===== src/rtl/wdog_pkg.sv =====
package wdog_pkg;

  // Strobes from the control section to the counter datapath
  typedef struct packed {
    logic loadCount;
    logic decCount;
    logic writeReload;
  } wdog_stb_t;

  localparam int OFF_COUNT   = 'h00;
  localparam int OFF_RELOAD  = 'h04;
  localparam int OFF_RESTART = 'h08;
  localparam int OFF_CTRL    = 'h0C;

endpackage


===== src/rtl/wdog_ctrl.sv =====
module wdog_ctrl
  import wdog_pkg::*;
#(
  parameter int ADDR_W      = 8,
  parameter int DATA_W      = 32,
  parameter int KEY_W       = 16,
  parameter logic [KEY_W-1:0] RESTART_KEY = 16'h4755
) (
  input  logic              clk,
  input  logic              rstN,
  input  logic [ADDR_W-1:0] addr,
  input  logic              wrEn,
  input  logic [KEY_W-1:0]  wrKey,
  input  logic              tick,
  input  logic              countLeOne,
  input  logic [DATA_W-1:0] countVal,
  input  logic [DATA_W-1:0] reloadVal,
  output wdog_stb_t         stb,
  output logic              running,
  output logic              resetReq,
  output logic [DATA_W-1:0] rdData
);

  localparam logic [ADDR_W-1:0] A_COUNT   = ADDR_W'(OFF_COUNT);
  localparam logic [ADDR_W-1:0] A_RELOAD  = ADDR_W'(OFF_RELOAD);
  localparam logic [ADDR_W-1:0] A_RESTART = ADDR_W'(OFF_RESTART);
  localparam logic [ADDR_W-1:0] A_CTRL    = ADDR_W'(OFF_CTRL);

  logic enabled, halted;
  logic selReload, selRestart, selCtrl;
  logic keyOk, restartHit, enRise, enFall, expire;

  assign selReload  = (addr == A_RELOAD);
  assign selRestart = (addr == A_RESTART);
  assign selCtrl    = (addr == A_CTRL);

  assign keyOk      = (wrKey == RESTART_KEY);
  assign restartHit = wrEn && selRestart && keyOk;
  assign enRise     = wrEn && selCtrl && wrKey[0] && !enabled;
  assign enFall     = wrEn && selCtrl && !wrKey[0] && enabled;

  assign running = enabled && !halted;

  always_comb begin
    stb.loadCount   = restartHit || enRise;
    stb.decCount    = running && tick && !stb.loadCount && !enFall;
    stb.writeReload = wrEn && selReload;
  end

  assign expire = stb.decCount && countLeOne;

  always_ff @(posedge clk) begin
    if (!rstN) begin
      enabled  <= 1'b0;
      halted   <= 1'b0;
      resetReq <= 1'b0;
    end else begin
      resetReq <= expire;
      if (enRise)      enabled <= 1'b1;
      else if (enFall) enabled <= 1'b0;
      if (stb.loadCount) halted <= 1'b0;
      else if (expire)   halted <= 1'b1;
    end
  end

  always_comb begin
    rdData = '0;
    if (addr == A_COUNT)  rdData = countVal;
    else if (selReload)   rdData = reloadVal;
    else if (selCtrl)     rdData = DATA_W'(enabled);
  end

endmodule


===== src/rtl/wdog_datapath.sv =====
module wdog_datapath
  import wdog_pkg::*;
#(
  parameter int DATA_W = 32,
  parameter logic [DATA_W-1:0] RESET_COUNT = 32'h03EF1480
) (
  input  logic              clk,
  input  logic              rstN,
  input  wdog_stb_t         stb,
  input  logic [DATA_W-1:0] wrData,
  output logic [DATA_W-1:0] countQ,
  output logic [DATA_W-1:0] reloadQ,
  output logic              countLeOne
);

  localparam logic [DATA_W-1:0] ONE = DATA_W'(1);

  assign countLeOne = (countQ <= ONE);

  always_ff @(posedge clk) begin
    if (!rstN) begin
      reloadQ <= RESET_COUNT;
    end else if (stb.writeReload) begin
      reloadQ <= wrData;
    end
  end

  always_ff @(posedge clk) begin
    if (!rstN) begin
      countQ <= RESET_COUNT;
    end else if (stb.loadCount) begin
      countQ <= reloadQ;
    end else if (stb.decCount && (countQ != '0)) begin
      countQ <= countQ - ONE;
    end
  end

endmodule


===== src/rtl/wdog_regtimer.sv =====
module wdog_regtimer
  import wdog_pkg::*;
#(
  parameter int ADDR_W = 8,
  parameter int DATA_W = 32,
  parameter int KEY_W  = 16,
  parameter logic [KEY_W-1:0]  RESTART_KEY = 16'h4755,
  parameter logic [DATA_W-1:0] RESET_COUNT = 32'h03EF1480
) (
  input  logic              clk,
  input  logic              rstN,
  input  logic [ADDR_W-1:0] addr,
  input  logic              wrEn,
  input  logic [DATA_W-1:0] wrData,
  output logic [DATA_W-1:0] rdData,
  input  logic              tick,
  output logic              resetReq
);

  wdog_stb_t         stb;
  logic [DATA_W-1:0] countQ, reloadQ;
  logic              countLeOne, running;

  wdog_ctrl #(
    .ADDR_W(ADDR_W), .DATA_W(DATA_W), .KEY_W(KEY_W), .RESTART_KEY(RESTART_KEY)
  ) u_ctrl (
    .clk(clk), .rstN(rstN), .addr(addr), .wrEn(wrEn),
    .wrKey(wrData[KEY_W-1:0]), .tick(tick), .countLeOne(countLeOne),
    .countVal(countQ), .reloadVal(reloadQ), .stb(stb), .running(running),
    .resetReq(resetReq), .rdData(rdData)
  );

  wdog_datapath #(
    .DATA_W(DATA_W), .RESET_COUNT(RESET_COUNT)
  ) u_dp (
    .clk(clk), .rstN(rstN), .stb(stb), .wrData(wrData),
    .countQ(countQ), .reloadQ(reloadQ), .countLeOne(countLeOne)
  );

endmodule


===== config.mk =====
export PLATFORM = sky130hd
export DESIGN_NAME = wdog_regtimer
export DESIGN_NICKNAME = d
export VERILOG_FILES = /design/src/rtl/wdog_pkg.sv /design/src/rtl/wdog_ctrl.sv /design/src/rtl/wdog_datapath.sv /design/src/rtl/wdog_regtimer.sv
export SDC_FILE = /design/constraint.sdc
export NUM_CORES = 1
export LEC_CHECK = 0
export ABC_AREA = 1
export BUFFER_PORTS_ARGS = -buffer_cell sky130_fd_sc_hd__buf_2
export CAP_MARGIN = 20
export CORE_MARGIN = 3
export CORE_UTILIZATION = 40
export DETAILED_ROUTE_END_ITERATION = 10
export PLACE_DENSITY = 0.71
export SLEW_MARGIN = 30
export SYNTH_ARGS = -nofsm -noshare
export SYNTH_HDL_FRONTEND = slang
export SYNTH_SLANG_ARGS = --single-unit

===== constraint.sdc =====
create_clock -name clk -period 4.62 [get_ports clk]
set_input_delay 0.924 -clock clk [delete_from_list [all_inputs] [get_ports clk]]
set_output_delay 0.924 -clock clk [all_outputs]
set_load 0.02 [all_outputs]

# Word-level counts from Yosys, hierarchy flattened
# Index checks and enable logic that the tools add are counted.
# W data, S select, Z words.
[word_totals]
register_bits = 67
inputBits = 44
output_inout_bits = 33
wordCells = 44
[classes]
n_addsub = 1
magnitude_cmp = 1
n_eq_ne = 4
n_mux = 7
bitwise = 1
n_reduce_logical = 25
[ops]
columns = ["operator", "count"]
rows = [
  ["$mux W32", 4],
  ["$le A32 B1 Y1 const B", 1],
  ["$reduce_bool A32 Y1", 1],
  ["$sub A32 B1 Y32 const B", 1],
  ["$eq A16 B15 Y1 const B", 1],
  ["$eq A8 B4 Y1 const B", 2],
  ["$logic_and A1 B1 Y1", 14],
  ["$eq A8 B3 Y1 const B", 1],
  ["$logic_not A8 Y1", 1],
  ["$logic_not A1 Y1", 5],
  ["$reduce_bool A2 Y1", 2],
  ["$mux W1", 3],
  ["$reduce_or A2 Y1", 1],
  ["$logic_or A1 B1 Y1", 1],
  ["$not A1 Y1", 1],
]

# Logic depth before layout (Yosys ltp)
# Gate-level depths: netlist (run 1).
[depth]
depth_word = 11
mapped_depth = 13

# Modules after synthesis
# Synthesis (run 1) repeated with hierarchy kept, for this count alone.
[unflattened]
hier_cells = 654
area_unflattened_um2 = 4127.7
[modules_own_cells]
columns = ["mod", "instances", "cells_per_inst", "area_per_inst_um2", "seq_area_each_um2"]
rows = [
  ["wdog_datapath", 1, 546, 3428.3, 1281.2],
  ["wdog_ctrl", 1, 108, 699.4, 60.1],
]

# Least setup slack after synthesis (run 1)
# No wires, ideal clock.
[synth_timing]
path_type = "input to output"
start = "input port addr[1]"
end = "output port rdData[10]"
t_arrival_ps = 2219
required_time_ps = 3696
setup_slack_ps = 1477
stages = 6
path_buffers = 1
cell_sequence = "nor2_2 inv_1 nor4_1 inv_1 clkbuf_1 o21ai_0"
[synth_between]
elab_chain_cells = 3
elab_cells_between_ends = 4
[synth_lines]
columns = ["element", "line_no", "rtl"]
rows = [
  ["from (decl)", "wdog_regtimer.sv:12", "input logic [ADDR_W-1:0] addr,"],
  ["$eq A8 B3 Y1", "wdog_ctrl.sv:33", "assign selReload = (addr == A_RELOAD);"],
  ["$mux W32", "wdog_ctrl.sv:69", "else if (selReload) rdData = reloadVal;"],
  ["$mux W32 (*)", "wdog_ctrl.sv:68", "if (addr == A_COUNT) rdData = countVal;"],
  ["to (decl)", "wdog_regtimer.sv:15", "output logic [DATA_W-1:0] rdData,"],
]
# Every way passes the cells marked *; elsewhere a longest branch is shown, timed or not.

# Worst setup path after layout (run 1)
[layout_timing]
start = "input port addr[1]"
end = "output port rdData[21]"
# Same word-level chain as after synthesis.

==> metrics.txt, run 1 <==
# TYPE chip_impl_metric gauge
chip_impl_info{name="run_status",value="complete, no violations"} 1
chip_impl_metric{name="cts_inserted_buffers",unit=""} 9
chip_impl_metric{name="grt_util_met2",unit="%"} 33.8
chip_impl_metric{name="power_density",unit="nW/um^2"} 233
chip_impl_metric{name="worst_hold_slack",unit="ps"} 453
chip_impl_metric{name="grt_max_degree",unit=""} 39
chip_impl_info{name="startpoint_type",value="primary input"} 1
chip_impl_metric{name="insertedDiodeCount",unit=""} 0
chip_impl_metric{name="worstPathRequired",unit="ps"} 3700
chip_impl_metric{name="dieHeight",unit="um"} 110
chip_impl_metric{name="internal_power",unit="mW"} 0.892
chip_impl_info{name="holdCritPathClass",value="reg2reg"} 1
chip_impl_metric{name="max_cap_violations",unit=""} 0
chip_impl_metric{name="floorplan.die.width",unit="um"} 110
chip_impl_metric{name="seq_total_area_yosys",unit="%"} 30.9
chip_impl_metric{name="drt-vias-per-instance",unit=""} 5.14
chip_impl_metric{name="clock_pin_slew_on_the_worst_setup_and_hold_paths",unit="ps"} 70
chip_impl_metric{name="p_leak",unit="nW"} 2.37
chip_impl_metric{name="postSynth.asyncResetShare",unit="%"} 0
chip_impl_metric{name="worst_clock_skew",unit="ps"} 5.12
chip_impl_metric{name="start_util",unit="%"} 41.5
chip_impl_metric{name="area_growth",unit="%"} 14.4
chip_impl_metric{name="cp.depth",unit=""} 7
chip_impl_metric{name="portBuffers",unit=""} 76
chip_impl_metric{name="finalNetCount",unit=""} 830
chip_impl_metric{name="cts_setup_buffers",unit=""} 0
chip_impl_metric{name="postRouteWirelength",unit="um"} 13000
chip_impl_metric{name="total_nets_after_synthesis",unit=""} 770
chip_impl_metric{name="detail_route.drc_violations",unit=""} 0
chip_impl_info{name="top_ff_cell_synth",value="sky130_fd_sc_hd__dfxtp_1"} 1
chip_impl_metric{name="worst_hold_path.num_cells",unit=""} 2
chip_impl_info{name="clockRootBuffer",value="sky130_fd_sc_hd__clkbuf_8"} 1
chip_impl_metric{name="clockBufferDepth",unit=""} 2
chip_impl_metric{name="fmaxAchievable",unit="GHz"} 0.277
chip_impl_metric{name="finalSetupTns",unit="ps"} 0
chip_impl_metric{name="synth_cell_types",unit=""} 30
chip_impl_info{name="post_synth_main_area_contributors",value="sky130_fd_sc_hd__dfxtp_1, sky130_fd_sc_hd__nand2_1, sky130_fd_sc_hd__nor2_1"} 1
chip_impl_metric{name="critPathMaxFanout",unit=""} 31
chip_impl_metric{name="drive_above_1_share",unit="%"} 15.8
chip_impl_info{name="synth_largest_area_cell",value="sky130_fd_sc_hd__dfxtp_1"} 1
chip_impl_metric{name="switchingPower",unit="mW"} 0.268
chip_impl_metric{name="setup_viol",unit=""} 0
chip_impl_metric{name="cts.hold.buffers_added",unit=""} 0
chip_impl_metric{name="timing_worst_slew_pin_value",unit="ps"} 932
chip_impl_info{name="busiest_layer",value="met1"} 1
chip_impl_metric{name="global_route_wire_length_before_repair",unit="um"} 21600
chip_impl_info{name="kind_of_end_point_of_the_critical_path",value="output pin"} 1
chip_impl_metric{name="clock_insertion_delay_worst_skew",unit="ps"} 340
chip_impl_info{name="layout.cells.most_common_list",value="sky130_fd_sc_hd__nand2_1, sky130_fd_sc_hd__nor2_1, sky130_fd_sc_hd__buf_2"} 1
chip_impl_metric{name="dr_total_vias",unit=""} 4753
chip_impl_metric{name="peakVddDrop",unit="mV"} 0.131
chip_impl_metric{name="antenna_found_initial",unit=""} 0
chip_impl_metric{name="final_worst_path_period_share",unit="%"} 78.2
chip_impl_info{name="layout.cells.most_common",value="sky130_fd_sc_hd__nand2_1"} 1
chip_impl_info{name="critical-path-top-delay-family",value="buffers and inverters"} 1
chip_impl_info{name="cpMaxStageDelayCell",value="sky130_fd_sc_hd__inv_1"} 1
chip_impl_metric{name="cts.sinks",unit=""} 67
chip_impl_metric{name="row_count",unit=""} 37
chip_impl_metric{name="grt_util_met1",unit="%"} 34.1
chip_impl_metric{name="die_area",unit="um^2"} 12100
chip_impl_metric{name="coreArea",unit="um^2"} 10500
chip_impl_metric{name="grt_overflow",unit=""} 0
chip_impl_metric{name="synth-warning-count",unit=""} 0
chip_impl_metric{name="p_comb_share",unit="%"} 5.0
chip_impl_metric{name="ant_nets",unit=""} 0
chip_impl_metric{name="report.final.hold_viol_count",unit=""} 0
chip_impl_metric{name="dp_hpwl",unit="um"} 9570
chip_impl_metric{name="cp.buffers_inverters",unit=""} 4
chip_impl_metric{name="globalplace.congestion",unit=""} 0.908
chip_impl_metric{name="number_of_cells_traversed_by_the_worst_register_to_register_path",unit=""} 11
chip_impl_metric{name="critPathArrivalTime",unit="ps"} 2690
chip_impl_metric{name="groute.layer.met3.usage",unit="%"} 3.44
chip_impl_metric{name="post_synth_edffs",unit=""} 0
chip_impl_metric{name="post_cts.resized_instances",unit=""} 0
chip_impl_metric{name="period_minus_slack",unit="ps"} 3610
chip_impl_metric{name="detailedRoute.firstPassIterationCount",unit=""} 5
chip_impl_info{name="unrepaired_setup_endpoints_after_global_routing",value="no"} 1
chip_impl_metric{name="seqPwrFrac",unit="%"} 50.0
chip_impl_metric{name="grt_pass1_vias",unit=""} 4268
chip_impl_metric{name="timing.max_slew.rel_slack",unit="%"} 37.8
chip_impl_metric{name="syn_area",unit="um^2"} 4340
chip_impl_info{name="worstPathCellList",value="buf_2, nor2_2, inv_1, nor4_1, inv_1, o21ai_0, buf_2"} 1
chip_impl_info{name="timing_worst_setup_path_type",value="in2out"} 1
chip_impl_metric{name="critPathMaxStageDelay",unit="ps"} 500
chip_impl_metric{name="avgSynthCellArea",unit="um^2"} 6.00
chip_impl_metric{name="post_drt_wl_per_cell",unit="um"} 14.1
chip_impl_metric{name="dr.first_iter.drc_count",unit=""} 369
chip_impl_info{name="tritoncts",value="yes"} 1
chip_impl_metric{name="power.switching_fraction",unit="%"} 23.1
chip_impl_metric{name="timing_max_transition_violations_final",unit=""} 0
chip_impl_metric{name="synth_top_area_share",unit="%"} 30.9
chip_impl_metric{name="track_usage",unit="%"} 22.8
chip_impl_metric{name="post_synthesis_register_bit_count",unit=""} 67
chip_impl_metric{name="num-fill-cells",unit=""} 1160
chip_impl_metric{name="cts_max_level",unit=""} 3
chip_impl_metric{name="power_frac_clock",unit="%"} 45.0
chip_impl_metric{name="syn_inst",unit=""} 724
chip_impl_metric{name="io_pins",unit=""} 77
## worst register-to-register path, delay by kind of cell (launching register included)
kind | cells | cell delay (ps)
simple gates | 7 | 1360
compound gates | 1 | 70
fa+ha+maj | 1 | 260
flops | 1 | 310
buf+inv | 2 | 200
## power groups by stage
stage	registers, mW	logic, mW	clock network (mW)
detailed placement	0.593	0.0574	0
CTS	0.579	0.0576	0.529
floorplan	0.592	0.0282	0
finish	0.579	0.0580	0.522
global route	0.579	0.0657	0.557
global placement	0.593	0.0576	0
## cell usage after synthesis, types with 2 or more instances
cell	n
sky130_fd_sc_hd__nand4_1	5
sky130_fd_sc_hd__inv_1	66
sky130_fd_sc_hd__buf_6	4
sky130_fd_sc_hd__nor2_4	3
sky130_fd_sc_hd__ha_1	2
sky130_fd_sc_hd__a21oi_1	36
sky130_fd_sc_hd__o21ai_0	54
sky130_fd_sc_hd__nor3_1	5
sky130_fd_sc_hd__nand2_2	5
sky130_fd_sc_hd__inv_2	6
sky130_fd_sc_hd__dfxtp_1	67
sky130_fd_sc_hd__xor2_1	15
sky130_fd_sc_hd__clkbuf_1	18
sky130_fd_sc_hd__buf_2	4
sky130_fd_sc_hd__nor2_1	111
sky130_fd_sc_hd__o211ai_2	5
sky130_fd_sc_hd__o211ai_1	9
sky130_fd_sc_hd__nand2_1	216
sky130_fd_sc_hd__o21ai_1	2
sky130_fd_sc_hd__nor2_2	6
sky130_fd_sc_hd__nand3_1	73
sky130_fd_sc_hd__buf_4	4
## metrics by stage
step / std cells / total power, mW / utilization, % / area [um^2] / setup slack, ps
5_1_grt: 925 / 1.20 / 47.5 / 4970 / 683
6_report: 925 / 1.16 / 47.5 / 4970 / 1010
2_1_floorplan: 724 / 0.621 / - / 4340 / 1480
4_1_cts: 925 / 1.17 / 47.5 / 4970 / 993
3_3_place_gp: 909 / 0.650 / 45.5 / 4760 / 1130
3_5_place_dp: 909 / 0.650 / 45.5 / 4760 / 1000
## layer usage
metal	routed length (um)	share of wire, %	vias up
met1	6250	48	2120
met2	5470	42	182
met4	174	1.3	0
met5	0	0	-
met3	1110	8.5	13
li1	-	-	2438
## cells by family (layout without fill, tap and decap cells)
logic type / after synthesis / count (layout) / synth area share, %
and+or+nand+nor: 431 / 431 / 41.7
adders and majority gates: 2 / 2 / 0.576
AOI/OAI and AO/OA: 107 / 107 / 13.8
DFF: 67 / 67 / 30.9
buffers and inverters: 102 / 167 / 9.97
xor gates and xnor gates: 15 / 15 / 3.03
## area by class of cell
| type | instances | area, um^2 | share of cell area [%] |
|---|---|---|---|
| timing repair buffer | 79 | 403 | 8.11 |
| clock inverter | 4 | 47.5 | 0.957 |
| clock buffer | 12 | 165 | 3.32 |
| tap | 136 | 170 | 3.42 |
| inverter | 72 | 270 | 5.44 |
| multi-input combinational | 555 | 2570 | 51.8 |
| sequential | 67 | 1340 | 27.0 |
## flip-flops by register name, indices dropped and copies added, names as in the netlist
name	cells
u_ctrl.enabled	1
u_ctrl.halted	1
u_ctrl.resetReq	1
u_dp.countQ	32
u_dp.reloadQ	32
## path summary, 6_finish.rpt
| kind | endpoint | from | slack [ps] |
|---|---|---|---|
| worst max register to register | u_dp.countQ[15] | u_dp.countQ[1] | 2270 |
| worst max-delay path | rdData[21] | addr[1] | 1010 |
| worst min register to register | u_ctrl.halted | u_ctrl.halted | 450 |
| worst min-delay path | u_ctrl.halted | u_ctrl.halted | 450 |
Power figures use the tool's default switching activity.
==> run 2, diff against run 1 <==
Settings changed: PLACE_DENSITY 0.71 to 0.74.
Clock period 4.62 ns to 2.91 ns, I/O delays scaled along.
==> metrics.txt, run 2 (synthesized netlist as in run 1, its figures left out) <==
# TYPE chip_impl_metric gauge
chip_impl_metric{name="dr.first_iter.drc_count",unit=""} 386
chip_impl_metric{name="finalSetupTns",unit="ps"} 0
chip_impl_metric{name="ant_nets",unit=""} 0
chip_impl_metric{name="power_frac_clock",unit="%"} 40.4
chip_impl_info{name="tritoncts",value="yes"} 1
chip_impl_info{name="holdCritPathClass",value="in2reg"} 1
chip_impl_info{name="cp-startpoint",value="addr[7]"} 1
chip_impl_info{name="kind_of_end_point_of_the_critical_path",value="output pin"} 1
chip_impl_metric{name="drt-vias-per-instance",unit=""} 5.21
chip_impl_info{name="critical_path.endpoint",value="rdData[13]"} 1
chip_impl_metric{name="critPathArrivalTime",unit="ps"} 2100
chip_impl_metric{name="clock_insertion_delay_worst_skew",unit="ps"} 360
chip_impl_metric{name="cts.hold.buffers_added",unit=""} 0
chip_impl_info{name="layout.cells.most_common",value="sky130_fd_sc_hd__nand2_1"} 1
chip_impl_metric{name="num-fill-cells",unit=""} 1147
chip_impl_metric{name="global_route_wire_length_before_repair",unit="um"} 21000
chip_impl_metric{name="cts_max_level",unit=""} 3
chip_impl_metric{name="postRouteWirelength",unit="um"} 13200
chip_impl_metric{name="insertedDiodeCount",unit=""} 0
chip_impl_info{name="run_status",value="complete, no violations"} 1
chip_impl_metric{name="peakVddDrop",unit="mV"} 0.174
chip_impl_metric{name="switchingPower",unit="mW"} 0.423
chip_impl_info{name="crit-reg2reg-launch",value="u_ctrl.enabled"} 1
chip_impl_metric{name="row_count",unit=""} 37
chip_impl_metric{name="die_area",unit="um^2"} 12100
chip_impl_info{name="timing_worst_setup_path_type",value="in2out"} 1
chip_impl_metric{name="final_worst_path_period_share",unit="%"} 92.1
chip_impl_metric{name="track_usage",unit="%"} 22.3
chip_impl_metric{name="floorplan.die.width",unit="um"} 110
chip_impl_info{name="startpoint_type",value="primary input"} 1
chip_impl_metric{name="p_comb_share",unit="%"} 5.6
chip_impl_metric{name="dr_total_vias",unit=""} 4862
chip_impl_info{name="critical_path.most_common_cell",value="sky130_fd_sc_hd__buf_2"} 1
chip_impl_info{name="reg_top3",value="u_dp.countQ: 32 flops, u_dp.reloadQ: 32 flops"} 1
chip_impl_metric{name="drive_above_1_share",unit="%"} 16.4
chip_impl_metric{name="io_pins",unit=""} 77
chip_impl_metric{name="worstPathRequired",unit="ps"} 2330
chip_impl_metric{name="power_density",unit="nW/um^2"} 340
chip_impl_metric{name="finalNetCount",unit=""} 839
chip_impl_metric{name="grt_pass1_vias",unit=""} 4224
chip_impl_metric{name="cts_inserted_buffers",unit=""} 9
chip_impl_metric{name="power.switching_fraction",unit="%"} 24.9
chip_impl_metric{name="setup_viol",unit=""} 0
chip_impl_metric{name="seqPwrFrac",unit="%"} 54.0
chip_impl_metric{name="internal_power",unit="mW"} 1.28
chip_impl_metric{name="detail_route.drc_violations",unit=""} 0
chip_impl_metric{name="p_leak",unit="nW"} 2.39
chip_impl_info{name="clockRootBuffer",value="sky130_fd_sc_hd__clkbuf_8"} 1
chip_impl_info{name="cpMaxStageDelayCell",value="sky130_fd_sc_hd__nor4_2"} 1
chip_impl_metric{name="critPathMaxFanout",unit=""} 18
chip_impl_metric{name="area_growth",unit="%"} 15.2
chip_impl_metric{name="detailedRoute.firstPassIterationCount",unit=""} 6
chip_impl_metric{name="worst_hold_path.num_cells",unit=""} 3
chip_impl_metric{name="dp_hpwl",unit="um"} 9780
chip_impl_metric{name="portBuffers",unit=""} 76
chip_impl_metric{name="max_cap_violations",unit=""} 0
chip_impl_metric{name="cts.sinks",unit=""} 67
chip_impl_metric{name="globalplace.congestion",unit=""} 0.948
chip_impl_metric{name="clockBufferDepth",unit=""} 2
chip_impl_metric{name="report.final.hold_viol_count",unit=""} 0
chip_impl_metric{name="period_minus_slack",unit="ps"} 2680
chip_impl_metric{name="critPathMaxStageDelay",unit="ps"} 340
chip_impl_info{name="r2r-end",value="u_dp.countQ[25]"} 1
chip_impl_metric{name="fmaxAchievable",unit="GHz"} 0.373
chip_impl_metric{name="timing_max_transition_violations_final",unit=""} 0
chip_impl_metric{name="clock_pin_slew_on_the_worst_setup_and_hold_paths",unit="ps"} 70
chip_impl_metric{name="antenna_found_initial",unit=""} 0
chip_impl_info{name="worstPathCellList",value="buf_2, nor2_1, nand2_1, nor4_2, inv_1, buf_4, o21ai_0, buf_2"} 1
chip_impl_metric{name="timing.max_slew.rel_slack",unit="%"} 49.2
chip_impl_metric{name="timing_worst_slew_pin_value",unit="ps"} 761
chip_impl_metric{name="dieHeight",unit="um"} 110
chip_impl_metric{name="number_of_cells_traversed_by_the_worst_register_to_register_path",unit=""} 7
chip_impl_metric{name="post_drt_wl_per_cell",unit="um"} 14.1
chip_impl_info{name="timing.hold.worst.start",value="wrData[21]"} 1
chip_impl_metric{name="worst_clock_skew",unit="ps"} 10.1
chip_impl_metric{name="worst_hold_slack",unit="ps"} 430
chip_impl_metric{name="setup.reg_to_reg.worst_slack",unit="ps"} 740
chip_impl_metric{name="grt_max_degree",unit=""} 38
chip_impl_metric{name="coreArea",unit="um^2"} 10500
chip_impl_info{name="layout.cells.most_common_list",value="sky130_fd_sc_hd__nand2_1, sky130_fd_sc_hd__nor2_1, sky130_fd_sc_hd__buf_2"} 1
chip_impl_info{name="unrepaired_setup_endpoints_after_global_routing",value="no"} 1
chip_impl_metric{name="start_util",unit="%"} 41.5
chip_impl_metric{name="grt_overflow",unit=""} 0
[run 2: power by group through the flow]
stage	Combinational, mW	Clock (mW)	Sequential (mW)
floorplan	0.0448	0	0.940
global placement	0.0934	0	0.941
detailed placement	0.0940	0	0.941
CTS	0.0943	0.697	0.920
global route	0.107	0.732	0.920
finish	0.0952	0.688	0.920
[run 2: cell type report]
type,instances,area (um^2),share of cell area (%)
clock buffers,12,145,2.90
clock inverters,3,15.0,0.300
repair buffers,88,483,9.65
inverters,72,270,5.40
well taps,136,170,3.40
multi-input cells,555,2580,51.5
flip-flops and latches,67,1340,26.8
[run 2: through the flow]
step | cells | worst slack, ps | utilization [%] | power (mW) | area, um^2
finish | 933 | 229 | 47.8 | 1.70 | 5000
global route | 933 | 90.1 | 47.8 | 1.76 | 5000
CTS | 933 | 101 | 47.8 | 1.71 | 5000
detailed placement | 918 | 100 | 46.2 | 1.03 | 4840
global placement | 918 | 108 | 46.2 | 1.03 | 4840
floorplan | 724 | 451 | - | 0.985 | 4340
[run 2: per-layer routing]
metal  share of wire [%]  vias to the layer above  track usage [%]
li1                    -                     2448                -
met2                  44                      206             33.8
met4                 1.2                        0             6.42
met3                 9.0                       18             4.14
met1                  46                     2190             32.2
met5                   0                        -                0
[run 2: how the worst min path moves through the flow]
| stage | end | slack [ps] |
|---|---|---|
| after CTS | u_dp.reloadQ[25] | 420 |
| after global routing | u_dp.reloadQ[21] | 430 |
| final | u_dp.reloadQ[21] | 430 |
| after global placement | u_ctrl.halted | 440 |
| after floorplan | u_ctrl.halted | 420 |
| after detailed placement | u_ctrl.halted | 440 |
[run 2: what timing repair did]
item | in CTS | in global routing
setup buffers | 0 | 0
setup endpoints to repair | 0 | 4
gates resized for setup | 0 | 1
[run 2: worst max-delay path, delay by kind of cell]
family / cells / cell delay, ps
buffers and inverters: 4 / 640
and+or+nand+nor: 3 / 590
AOI/OAI and AO/OA: 1 / 270
==> run 3, diff against run 2 <==
Settings changed: CORE_ASPECT_RATIO set to 0.75, PLACE_DENSITY 0.74 to 0.71.
Clock period 2.91 ns to 2.81 ns, I/O delays scaled along.
==> metrics.txt, run 3 (synthesized netlist as in run 1, its figures left out) <==
# TYPE chip_impl_metric gauge
chip_impl_metric{name="portBuffers",unit=""} 76
chip_impl_metric{name="finalNetCount",unit=""} 843
chip_impl_metric{name="detailedRoute.firstPassIterationCount",unit=""} 5
chip_impl_metric{name="io_pins",unit=""} 77
chip_impl_metric{name="timing.max_slew.rel_slack",unit="%"} 55.7
chip_impl_metric{name="cts_inserted_buffers",unit=""} 9
chip_impl_metric{name="grt_pass1_vias",unit=""} 4530
chip_impl_metric{name="critPathArrivalTime",unit="ps"} 1960
chip_impl_metric{name="coreArea",unit="um^2"} 10500
chip_impl_metric{name="max_cap_violations",unit=""} 0
chip_impl_metric{name="critPathMaxFanout",unit=""} 17
chip_impl_metric{name="grt_overflow",unit=""} 0
chip_impl_metric{name="row_count",unit=""} 32
chip_impl_metric{name="ant_nets",unit=""} 0
chip_impl_metric{name="post_cts.resized_instances",unit=""} 0
chip_impl_metric{name="grt_max_degree",unit=""} 38
chip_impl_metric{name="seqPwrFrac",unit="%"} 40.3
chip_impl_info{name="reg_top3",value="u_dp.countQ: 32 flops, u_dp.reloadQ: 32 flops"} 1
chip_impl_metric{name="power.switching_fraction",unit="%"} 20.6
chip_impl_metric{name="pre_cts_ws",unit="ps"} 299
chip_impl_metric{name="insertedDiodeCount",unit=""} 0
chip_impl_info{name="cpMaxStageDelayCell",value="sky130_fd_sc_hd__o21ai_0"} 1
chip_impl_metric{name="postRouteWirelength",unit="um"} 13900
chip_impl_metric{name="post_drt_wl_per_cell",unit="um"} 14.8
chip_impl_info{name="run_status",value="complete, no violations"} 1
chip_impl_info{name="worstPathCellList",value="buf_2, nor2_2, inv_1, nor4_1, buf_4, inv_1, buf_4, o21ai_0, buf_2"} 1
chip_impl_metric{name="worstPathRequired",unit="ps"} 2250
chip_impl_info{name="highest_layer",value="met4"} 1
chip_impl_metric{name="global_route_wire_length_before_repair",unit="um"} 22500
chip_impl_metric{name="track_usage",unit="%"} 23.2
chip_impl_metric{name="timing_worst_slew_pin_value",unit="ps"} 663
chip_impl_metric{name="dp_hpwl",unit="um"} 10200
chip_impl_metric{name="drt-vias-per-instance",unit=""} 5.16
chip_impl_metric{name="start_util",unit="%"} 41.6
chip_impl_metric{name="p_comb_share",unit="%"} 4.2
chip_impl_metric{name="cp.buffers_inverters",unit=""} 6
chip_impl_metric{name="setup_viol",unit=""} 0
chip_impl_metric{name="finalWorstSetupSlack",unit="ps"} 290
chip_impl_metric{name="clockBufferDepth",unit=""} 2
chip_impl_metric{name="power_density",unit="nW/um^2"} 454
chip_impl_metric{name="final_worst_path_period_share",unit="%"} 89.7
chip_impl_info{name="tritoncts",value="yes"} 1
chip_impl_metric{name="antenna_found_initial",unit=""} 0
chip_impl_metric{name="timing_max_transition_violations_final",unit=""} 0
chip_impl_info{name="layout.cells.most_common",value="sky130_fd_sc_hd__nand2_1"} 1
chip_impl_info{name="unrepaired_setup_endpoints_after_global_routing",value="no"} 1
chip_impl_metric{name="wl_met3",unit="um"} 1210
chip_impl_metric{name="peakVddDrop",unit="mV"} 0.299
chip_impl_metric{name="area_growth",unit="%"} 19.9
chip_impl_metric{name="worst_hold_slack",unit="ps"} 438
chip_impl_metric{name="dr_total_vias",unit=""} 4839
chip_impl_metric{name="clock_insertion_delay_worst_skew",unit="ps"} 330
chip_impl_metric{name="worst_clock_skew",unit="ps"} 5.08
chip_impl_metric{name="period_minus_slack",unit="ps"} 2520
chip_impl_metric{name="finalSetupTns",unit="ps"} 0
chip_impl_metric{name="dieHeight",unit="um"} 96.2
chip_impl_metric{name="drive_above_1_share",unit="%"} 17.0
chip_impl_info{name="startpoint_type",value="primary input"} 1
chip_impl_metric{name="clock_pin_slew_on_the_worst_setup_and_hold_paths",unit="ps"} 60
chip_impl_info{name="timing_worst_setup_path_type",value="in2out"} 1
chip_impl_metric{name="final_core_util",unit="%"} 49.8
chip_impl_metric{name="cts_max_level",unit=""} 3
chip_impl_metric{name="num-fill-cells",unit=""} 1086
chip_impl_metric{name="final-instance-count-excl-fill",unit=""} 938
chip_impl_metric{name="cts.sinks",unit=""} 67
chip_impl_metric{name="cts.hold.buffers_added",unit=""} 0
chip_impl_metric{name="die_area",unit="um^2"} 12200
chip_impl_info{name="kind_of_end_point_of_the_critical_path",value="output pin"} 1
chip_impl_metric{name="dpl_cell_area",unit="um^2"} 4870
chip_impl_metric{name="detail_route.drc_violations",unit=""} 0
chip_impl_metric{name="switchingPower",unit="mW"} 0.487
chip_impl_metric{name="report.final.hold_viol_count",unit=""} 0
chip_impl_metric{name="p_leak",unit="nW"} 2.50
chip_impl_info{name="clockRootBuffer",value="sky130_fd_sc_hd__clkbuf_16"} 1
chip_impl_metric{name="power_frac_clock",unit="%"} 55.5
chip_impl_metric{name="globalplace.congestion",unit=""} 0.948
chip_impl_metric{name="critPathMaxStageDelay",unit="ps"} 280
chip_impl_metric{name="finalPower",unit="mW"} 2.37
chip_impl_metric{name="floorplan.die.width",unit="um"} 126
chip_impl_metric{name="placedCellCount",unit=""} 922
chip_impl_metric{name="cts_setup_buffers",unit=""} 0
chip_impl_info{name="holdCritPathClass",value="in2reg"} 1
chip_impl_metric{name="dr.first_iter.drc_count",unit=""} 413
chip_impl_metric{name="fmaxAchievable",unit="GHz"} 0.397
chip_impl_metric{name="fin_area",unit="um^2"} 5210
chip_impl_metric{name="internal_power",unit="mW"} 1.88
chip_impl_metric{name="wl_met2",unit="um"} 5520
chip_impl_info{name="critical-path-top-delay-family",value="buffers and inverters"} 1
chip_impl_info{name="layout.cells.most_common_list",value="sky130_fd_sc_hd__nand2_1, sky130_fd_sc_hd__nor2_1, sky130_fd_sc_hd__buf_2"} 1
chip_impl_metric{name="route.layer.met1.wl",unit="um"} 6970
## run 3: changes by cell type in the layout (fill, tap and decap cells not counted), moves of 3 or more
cell,change
sky130_fd_sc_hd__buf_4,+4
sky130_fd_sc_hd__clkbuf_8,-9
sky130_fd_sc_hd__bufinv_16,+3
sky130_fd_sc_hd__clkbuf_16,+9
## run 3: power groups by stage
stage                     clock, mW  combinational, mW  sequential [mW]
after floorplan                   0             0.0464            0.974
after global placement            0             0.0975            0.975
after detailed placement          0             0.0989            0.975
after CTS                      1.32             0.0995            0.954
after global routing           1.36              0.111            0.954
final                          1.31             0.0994            0.954
## run 3: worst paths after layout
path / from / end / slack (ps) / depth (start not counted)
worst min-delay path: wrData[23] / u_dp.reloadQ[23] / 440 / 3
worst min register to register: u_ctrl.halted / u_ctrl.halted / 440 / 2
worst max-delay path: addr[1] / rdData[13] / 290 / 9
worst max register to register: u_dp.countQ[0] / u_dp.countQ[18] / 660 / 11
## run 3: cell type report
type                    instances  area, um^2  share of cell area [%]
inverters                      72         270                    5.19
multi-input cells             555        2570                    49.4
clock buffers                  11         243                    4.66
well taps                     136         170                    3.27
clock inverters                 5         100                    1.92
repair buffers                 92         513                    9.85
flip-flops and latches         67        1340                    25.8
## run 3: layer usage
metal / vias to the layer above / GRT usage [%]
met5: - / 0
met4: 0 / 6.16
met3: 17 / 5.10
met2: 193 / 33.8
met1: 2161 / 34.5
li1: 2468 / -
## run 3: worst register-to-register path: stages, from the launching register on
cell and delay (ps):
sky130_fd_sc_hd__dfxtp_1 410, sky130_fd_sc_hd__inv_1 110, sky130_fd_sc_hd__ha_1 260, sky130_fd_sc_hd__nand2_2 150
sky130_fd_sc_hd__nor2_4 60, sky130_fd_sc_hd__nand2_2 130, sky130_fd_sc_hd__nor2_4 60, sky130_fd_sc_hd__nor2_2 300
sky130_fd_sc_hd__nand2_2 190, sky130_fd_sc_hd__inv_2 220, sky130_fd_sc_hd__nand2_1 80, sky130_fd_sc_hd__o211ai_1 90
